[src/rtl/sync_clamp_pkg.sv]
package sync_clamp_pkg;

    typedef enum logic [1:0] {
        CLP_IDLE = 2'd0,
        CLP_WAIT = 2'd1,
        CLP_ON   = 2'd2
    } clp_state_e;

    typedef struct packed {
        logic stage1;
        logic stage2;
    } edge_regs_t;

endpackage

[src/rtl/sync_edge_det.sv]
module sync_edge_det
    import sync_clamp_pkg::*;
(
    input  logic clk,
    input  logic rst,
    input  logic sync_in,
    output logic rise,
    output logic fall
);

    edge_regs_t ed_d, ed_q;

    always_comb begin
        ed_d        = ed_q;
        ed_d.stage1 = sync_in;
        ed_d.stage2 = ed_q.stage1;
    end

    always_ff @(posedge clk) begin
        if (rst) ed_q <= '0;
        else     ed_q <= ed_d;
    end

    assign rise = ed_q.stage1 & ~ed_q.stage2;
    assign fall = ~ed_q.stage1 & ed_q.stage2;

endmodule

[src/rtl/clamp_timer.sv]
module clamp_timer
    import sync_clamp_pkg::*;
#(
    parameter int CNT_W = 8
) (
    input  logic             clk,
    input  logic             rst,
    input  logic             start,
    input  logic [CNT_W-1:0] delay,
    input  logic [CNT_W-1:0] len,
    output logic             active
);

    localparam logic [CNT_W-1:0] ONE = {{(CNT_W-1){1'b0}}, 1'b1};

    typedef struct packed {
        clp_state_e       state;
        logic [CNT_W-1:0] cnt;
    } clp_regs_t;

    clp_regs_t        ct_d, ct_q;
    logic [CNT_W-1:0] len_eff;

    // zero length is illegal; it is substituted by one
    assign len_eff = (len == '0) ? ONE : len;

    always_comb begin
        ct_d = ct_q;
        unique case (ct_q.state)
            CLP_WAIT: begin
                if (ct_q.cnt <= ONE) begin
                    ct_d.state = CLP_ON;
                    ct_d.cnt   = len_eff;
                end else begin
                    ct_d.cnt = ct_q.cnt - ONE;
                end
            end
            CLP_ON: begin
                if (ct_q.cnt <= ONE) begin
                    ct_d.state = CLP_IDLE;
                    ct_d.cnt   = '0;
                end else begin
                    ct_d.cnt = ct_q.cnt - ONE;
                end
            end
            default: begin
                ct_d.state = CLP_IDLE;
                ct_d.cnt   = '0;
            end
        endcase
        // a trailing edge always restarts the placement
        if (start) begin
            if (delay == '0) begin
                ct_d.state = CLP_ON;
                ct_d.cnt   = len_eff;
            end else begin
                ct_d.state = CLP_WAIT;
                ct_d.cnt   = delay;
            end
        end
    end

    always_ff @(posedge clk) begin
        if (rst) begin
            ct_q.state <= CLP_IDLE;
            ct_q.cnt   <= '0;
        end else begin
            ct_q <= ct_d;
        end
    end

    assign active = (ct_q.state == CLP_ON);

endmodule

[src/rtl/sync_regen.sv]
module sync_regen #(
    parameter int CNT_W = 8
) (
    input  logic             clk,
    input  logic             rst,
    input  logic             start,
    input  logic [CNT_W-1:0] width,
    output logic             pulse
);

    localparam logic [CNT_W-1:0] ONE = {{(CNT_W-1){1'b0}}, 1'b1};

    typedef struct packed {
        logic             on;
        logic [CNT_W-1:0] cnt;
    } rg_regs_t;

    rg_regs_t rg_d, rg_q;

    always_comb begin
        rg_d = rg_q;
        if (rg_q.on) begin
            if (rg_q.cnt <= ONE) begin
                rg_d.on  = 1'b0;
                rg_d.cnt = '0;
            end else begin
                rg_d.cnt = rg_q.cnt - ONE;
            end
        end
        if (start) begin
            rg_d.on  = (width != '0);
            rg_d.cnt = width;
        end
    end

    always_ff @(posedge clk) begin
        if (rst) rg_q <= '0;
        else     rg_q <= rg_d;
    end

    assign pulse = rg_q.on;

endmodule

[src/rtl/sync_clamp_gen.sv]
module sync_clamp_gen #(
    parameter int CNT_W = 8
) (
    input  logic             clk,
    input  logic             rst,
    input  logic             hsync_in,
    input  logic             clamp_ext,
    input  logic             clamp_ext_sel,
    input  logic [CNT_W-1:0] clamp_delay,
    input  logic [CNT_W-1:0] clamp_len,
    input  logic [CNT_W-1:0] sync_width,
    output logic             clamp_out,
    output logic             hsync_out
);

    logic sync_rise;
    logic sync_fall;
    logic clamp_int;

    sync_edge_det u_edge (
        .clk     (clk),
        .rst     (rst),
        .sync_in (hsync_in),
        .rise    (sync_rise),
        .fall    (sync_fall)
    );

    clamp_timer #(.CNT_W(CNT_W)) u_clamp (
        .clk    (clk),
        .rst    (rst),
        .start  (sync_fall),
        .delay  (clamp_delay),
        .len    (clamp_len),
        .active (clamp_int)
    );

    sync_regen #(.CNT_W(CNT_W)) u_regen (
        .clk   (clk),
        .rst   (rst),
        .start (sync_rise),
        .width (sync_width),
        .pulse (hsync_out)
    );

    assign clamp_out = clamp_ext_sel ? clamp_ext : clamp_int;

endmodule

[config.mk]
export PLATFORM = sky130hd
export DESIGN_NAME = sync_clamp_gen
export DESIGN_NICKNAME = d
export VERILOG_FILES = /design/src/rtl/sync_clamp_pkg.sv /design/src/rtl/sync_edge_det.sv /design/src/rtl/clamp_timer.sv /design/src/rtl/sync_regen.sv /design/src/rtl/sync_clamp_gen.sv
export SDC_FILE = /design/constraint.sdc
export NUM_CORES = 1
export LEC_CHECK = 0
export BUFFER_PORTS_ARGS = -buffer_cell sky130_fd_sc_hd__buf_2
export CAP_MARGIN = 20
export CORE_MARGIN = 2
export CORE_UTILIZATION = 48
export DETAILED_ROUTE_END_ITERATION = 7
export PLACE_DENSITY = 0.73
export SYNTH_ARGS = -nofsm -noshare
export SYNTH_HDL_FRONTEND = slang
export SYNTH_HIERARCHICAL = 1
export SYNTH_SLANG_ARGS = --single-unit
[constraint.sdc]
create_clock -name clk -period 2.8 [get_ports clk]
set_input_delay 0.14 -clock clk [delete_from_list [all_inputs] [get_ports clk]]
set_output_delay 0.14 -clock clk [all_outputs]
set_load 0.01 [all_outputs]
# [After elaboration in Yosys (flattened, before gate mapping)]
# Cells that the tools add are included.
[totals] wordCells=36 output_inout_bits=2 in_bits=29 register_bits=21
[classes] eq_ne=4 n_addsub=2 order_cmp=2 mux=13 reduce_logical=5 n_bitwise=4
[ops] op="8-bit 2-to-1 mux" count=4
[ops] op="10-bit 2-to-1 mux" count=2
[ops] op="10-bit case mux with 2 select lines" count=1
[ops] op="9-bit 2-to-1 mux" count=2
[ops] op="8-bit by 1-bit <= comparator with 1-bit output (second input constant)" count=2
[ops] op="8-bit logical NOT" count=2
[ops] op="8-bit by 1-bit subtractor with 8-bit output (second input constant)" count=2
[ops] op="8-bit nonzero test" count=1
[ops] op="3-bit by 2-bit != test with 1-bit output (second input constant)" count=2
[ops] op="2-bit 2-to-1 mux" count=2
[ops] op="1-bit bitwise AND" count=2
[ops] op="2-bit by 1-bit == test with 1-bit output (second input constant)" count=1
[ops] op="2-bit == test (second input constant)" count=1
[ops] op="1-bit 2-to-1 mux" count=2
[ops] op="1-bit NOT" count=2
[ops] op="2-bit AND reduction" count=1
[ops] op="2-bit nonzero test" count=1

# [Longest topological paths before layout]
[depth] word_depth=5 ltp_mapped=7 mapped_depth_nobuf=6

# [Modules after synthesis]
# Netlist, hierarchy kept.
[by_module_without_submodules] mod="clamp_timer" cells_per_inst=90 area_each_um2=743.2 seq_area_each_um2=200.2 n_inst=1
[by_module_without_submodules] mod="sync_regen" cells_per_inst=68 area_each_um2=594.3 seq_area_each_um2=180.2 n_inst=1
[by_module_without_submodules] mod="sync_edge_det" cells_per_inst=6 area_each_um2=65.1 seq_area_each_um2=40.0 n_inst=1
[by_module_without_submodules] mod="sync_clamp_gen" cells_per_inst=1 area_each_um2=15.0 seq_area_each_um2=0.0 n_inst=1

# [Worst setup path before layout]
# OpenSTA, ideal clock, no wires.
[synth_timing] kind="reg-to-reg" start="register u_clamp/ct_q[8] (netlist name)" end="register u_clamp/ct_q[0] (netlist name)" path_slack_ns=0.993 path_buffers=0 synth_period_minus_slack_ns=1.807 setup_ns=0.079 t_arrival_ns=1.728 required_ns=2.721 path_stages_with_launch=7 path_cell_list="dfxtp_1 > inv_1 > ha_1 > nor3_1 > o21ai_1 > or3_2 > o211ai_1"
[synth_between] elab_chain_len=3 word_cells_on_any_way=4 cone_classes="2 x eq/ne; 2 x mux"
[synth_lines] element="start: declaration" line="clamp_timer.sv:21" source="clp_regs_t ct_d, ct_q;"
[synth_lines] element="start signal: assignment" line="clamp_timer.sv:68" source="ct_q <= ct_d;"
[synth_lines] element="2-bit == test / 2-bit by 1-bit == test with 1-bit output (equally long branches)" line="clamp_timer.sv:29" source="unique case (ct_q.state)"
[synth_lines] element="10-bit case mux with 2 select lines *" line="clamp_timer.sv:29"
[synth_lines] element="10-bit 2-to-1 mux *" line="clamp_timer.sv:52" source="if (start) begin"
# Mark *: on every way between the ends. The rest lies on a longest branch, timed or not.
# A chain may end at the register's enable or synchronous reset.

# [Worst setup path after layout]
# Ends and elaborated chain as after synthesis.

==> results by group <==
Die
  • FP Rows: 19
  • Placeable Area: 0.002781 mm²
  • Die Ht: 58.35 µm
  • Initial core utilization: 50.97%
  • Boundary Pins: 31
  • Die Wd: 58.35 µm
  • Area of the die: 0.003404 mm²

Place
  • DP HPWL: 2575 µm
  • GPL Wtd Cong: 0.8561
  • I/O Buffers: 30

STA
  • # setup viols final: 0
  • Worst slew margin: 63.95%
  • Slew Limit Fails: 0
  • Clk_skew: 0.004587 ns
  • RSZ-0062 raised after global routing: no
  • Setup TNS Final: 0 ns
  • Clock period minus worst slack: 2.038 ns
  • Tcrit/Tclk final: 72.79%
  • Actual slew at the worst max-slew pin: 0.5371 ns
  • Fmax: 0.4906 GHz
  • Final Hold Fails: 0

Logic synthesis
  • Dominant combinational cell family by area after synthesis: simple AND/OR/NAND/NOR gates
  • Async set-or-reset flop fraction in the synthesized netlist: 0%
  • Seq cells post-synth: 21
  • Post-synth EDFFs: 0
  • Top-area cell type share of the netlist area: 29.66%
  • Synth area leaders: dfxtp_1 30%, ha_1 5.3%, a21oi_1 4.9%, a221oi_2 4.2%, nor3b_1 4.2%
  • Avg Synthesized Cell Area: 8.592 µm²
  • Post-synthesis adder-cell area fraction: 5.296%
  • Count of cell types in the netlist: 47
  • Synth Area in XOR/XNOR: 4.943%
  • Yosys top cell by area: dfxtp_1
  • Synth warn: 6
  • Synth Cell Area: 0.001418 mm²
  • Proportion of synthesized area in mux cells: 1.853%
  • Compound-Gate Fraction of Synth Area: 24.54%
  • Cells after Synth: 165
  • Ys flop type: dfxtp_1
  • Sequential cell area fraction in the yosys report: 29.66%
  • Simple-Gate Fraction of Synth Area: 28.51%
  • Post-Syn Nets: 200

CTS
  • H-tree levels: 1
  • CTS tree: yes
  • Post-CTS Hold Buffers: 0
  • Post-CTS sizing: 0
  • Max clock buf depth: 2
  • Clock Sinks: 21
  • Post-CTS setup buffer count: 0
  • Root Buffer Master: clkbuf_4
  • Clock latency on the worst-skew pair: 0.30 ns
  • CTS buffer count: 3
  • Reg clk slew, reported paths: 0.12 ns

Power and ir drop
  • Power, Total: 649.6 µW
  • Lkg Pwr: 0.0006293 µW
  • Cell Pwr Density: 403.7 mW/mm²
  • VDD IR-drop max: 0.2997 mV

Worst setup path
  • R2r endpoint: u_clamp/ct_q[0]
  • CP Launch Type: flop
  • Crit path DAT: 2.27 ns
  • Crit path depth: 6
  • RR Startpoint: u_clamp/ct_q[8]
  • Buf/Inv on CP: 1
  • Worst-path cell chain: inv_1 > ha_1 > nor3_1 > o21ai_1 > or3_2 > o211ai_1
  • Critical path capture point type: flop
  • Req. time, crit path: 3.04 ns
  • Slowest stage cell, crit path: or3_2
  • CP startpoint: u_clamp/ct_q[8]
  • Register-to-Register Path Depth: 6
  • CP max FO: 8
  • CP peak stage delay: 0.51 ns
  • Critical path endpoint: u_clamp/ct_q[0]
  • Critical path class: flop to flop
  • Critical path's top delay family: simple AND/OR/NAND/NOR gates
  • R2R Setup Slk: 0.76 ns

Global route
  • Vias in the first global route: 1322
  • GRT Overall Usage: 21.04%
  • Pin count of the biggest net entering global routing: 19
  • Initial antenna violation count: 0
  • First-pass GRT wire length: 5589 µm
  • Grt ovf: 0

Drt
  • Drt first pass iters: 4
  • Via density: 6.147
  • Detail Route Antenna Nets: 0
  • Final WL: 3332 µm
  • Routed via count: 1383
  • DR iter-0 viols: 53
  • WL/cell: 14.81 µm
  • DRC viols: 0

Job
  • Max-cap viol count: 0

Layout
  • Area of the multi-input gates: 923.4 µm²
  • Nets: 230
  • Fillers: 258
  • Sequential cell area: 420.4 µm²
  • Layout cells sized above 1: 25.77%
  • Most common cell after layout, fill and taps aside: buf_2
  • P&R area growth vs syn: 13.50%
  • Most frequent cells in the layout: 30 x buf_2, 21 x dfxtp_1, 14 x a21oi_1, 12 x nor2_1, 11 x inv_1
  • ANT cells: 0

Min path
  • HP Class: input port to flop

Outcome
  • Status: finished clean
## kinds of logic after synthesis
kind of cell    count (synthesis)
compound gates                 45
xor+xnor                        8
fa+ha+maj                       6
buf+inv                        17
flops                          21
mux                             2
simple gates                   66
## sequential cells by signal, summed over array words and instances, names as in the netlist
name and flops:
u_clamp/ct_q 10, u_edge/ed_d 1, u_edge/ed_q 1, u_regen/pulse 1
u_regen/rg_q 8
## through the flow
step           cells  worst slack [ns]  area [µm²]  hold slack (ns)  util, %
2_1_floorplan    165            0.9929        1418           0.2091        -
3_3_place_gp     221            0.8741        1582           0.3496    56.86
3_5_place_dp     221            0.8281        1582           0.3604    56.86
4_1_cts          225            0.7960        1609          0.02923    57.85
5_1_grt          225            0.5857        1609          0.03321    57.85
6_report         225            0.7619        1609          0.04469    57.85
## how the worst min path moves through the flow
| stage | slack (ns) | from | cells after the start | end |
|---|---|---|---|---|
| 5_1_grt | 0.03 | hsync_in | 2 | u_edge/ed_d[0] |
| 3_3_place_gp | 0.35 | hsync_in | 2 | u_edge/ed_d[0] |
| 2_1_floorplan | 0.21 | rst | 1 | u_clamp/ct_q[8] |
| 6_report | 0.04 | hsync_in | 2 | u_edge/ed_d[0] |
| 3_5_place_dp | 0.36 | hsync_in | 2 | u_edge/ed_d[0] |
| 4_1_cts | 0.03 | hsync_in | 2 | u_edge/ed_d[0] |
## report_power, final
part           leakage [µW]  internal [µW]  switching (µW)
combinational      0.000440           81.6            90.1
sequential         0.000171            313            19.0
clock             0.0000177           53.2            92.8
## Yosys cell counts (all sizes together) (5+ instances only)
cell type	instances
inv	11
dfxtp	21
a21oi	14
nor4	5
nor2	12
ha	6
nor3b	8
nand2	7
o21ai	5
nor3	11
nor2b	5
## routing by layer
layer | vias up | part of all wire (%) | global-route usage, %
met1 | 652 | 43 | 25.38
li1 | 676 | - | -
met5 | - | 0 | 0
met2 | 53 | 49 | 35.31
met3 | 2 | 6.8 | 3.736
met4 | 0 | 0.69 | 11.63
## final cells by class
class / count / share of cell area (%)
multi-input combinational: 127 / 57.39
sequential: 21 / 26.13
timing repair buffer: 31 / 9.798
inverter: 11 / 2.566
tap: 31 / 2.411
clock buffer: 3 / 1.400
clock inverter: 1 / 0.3110
No activity file was read; power rests on OpenSTA's default activity.
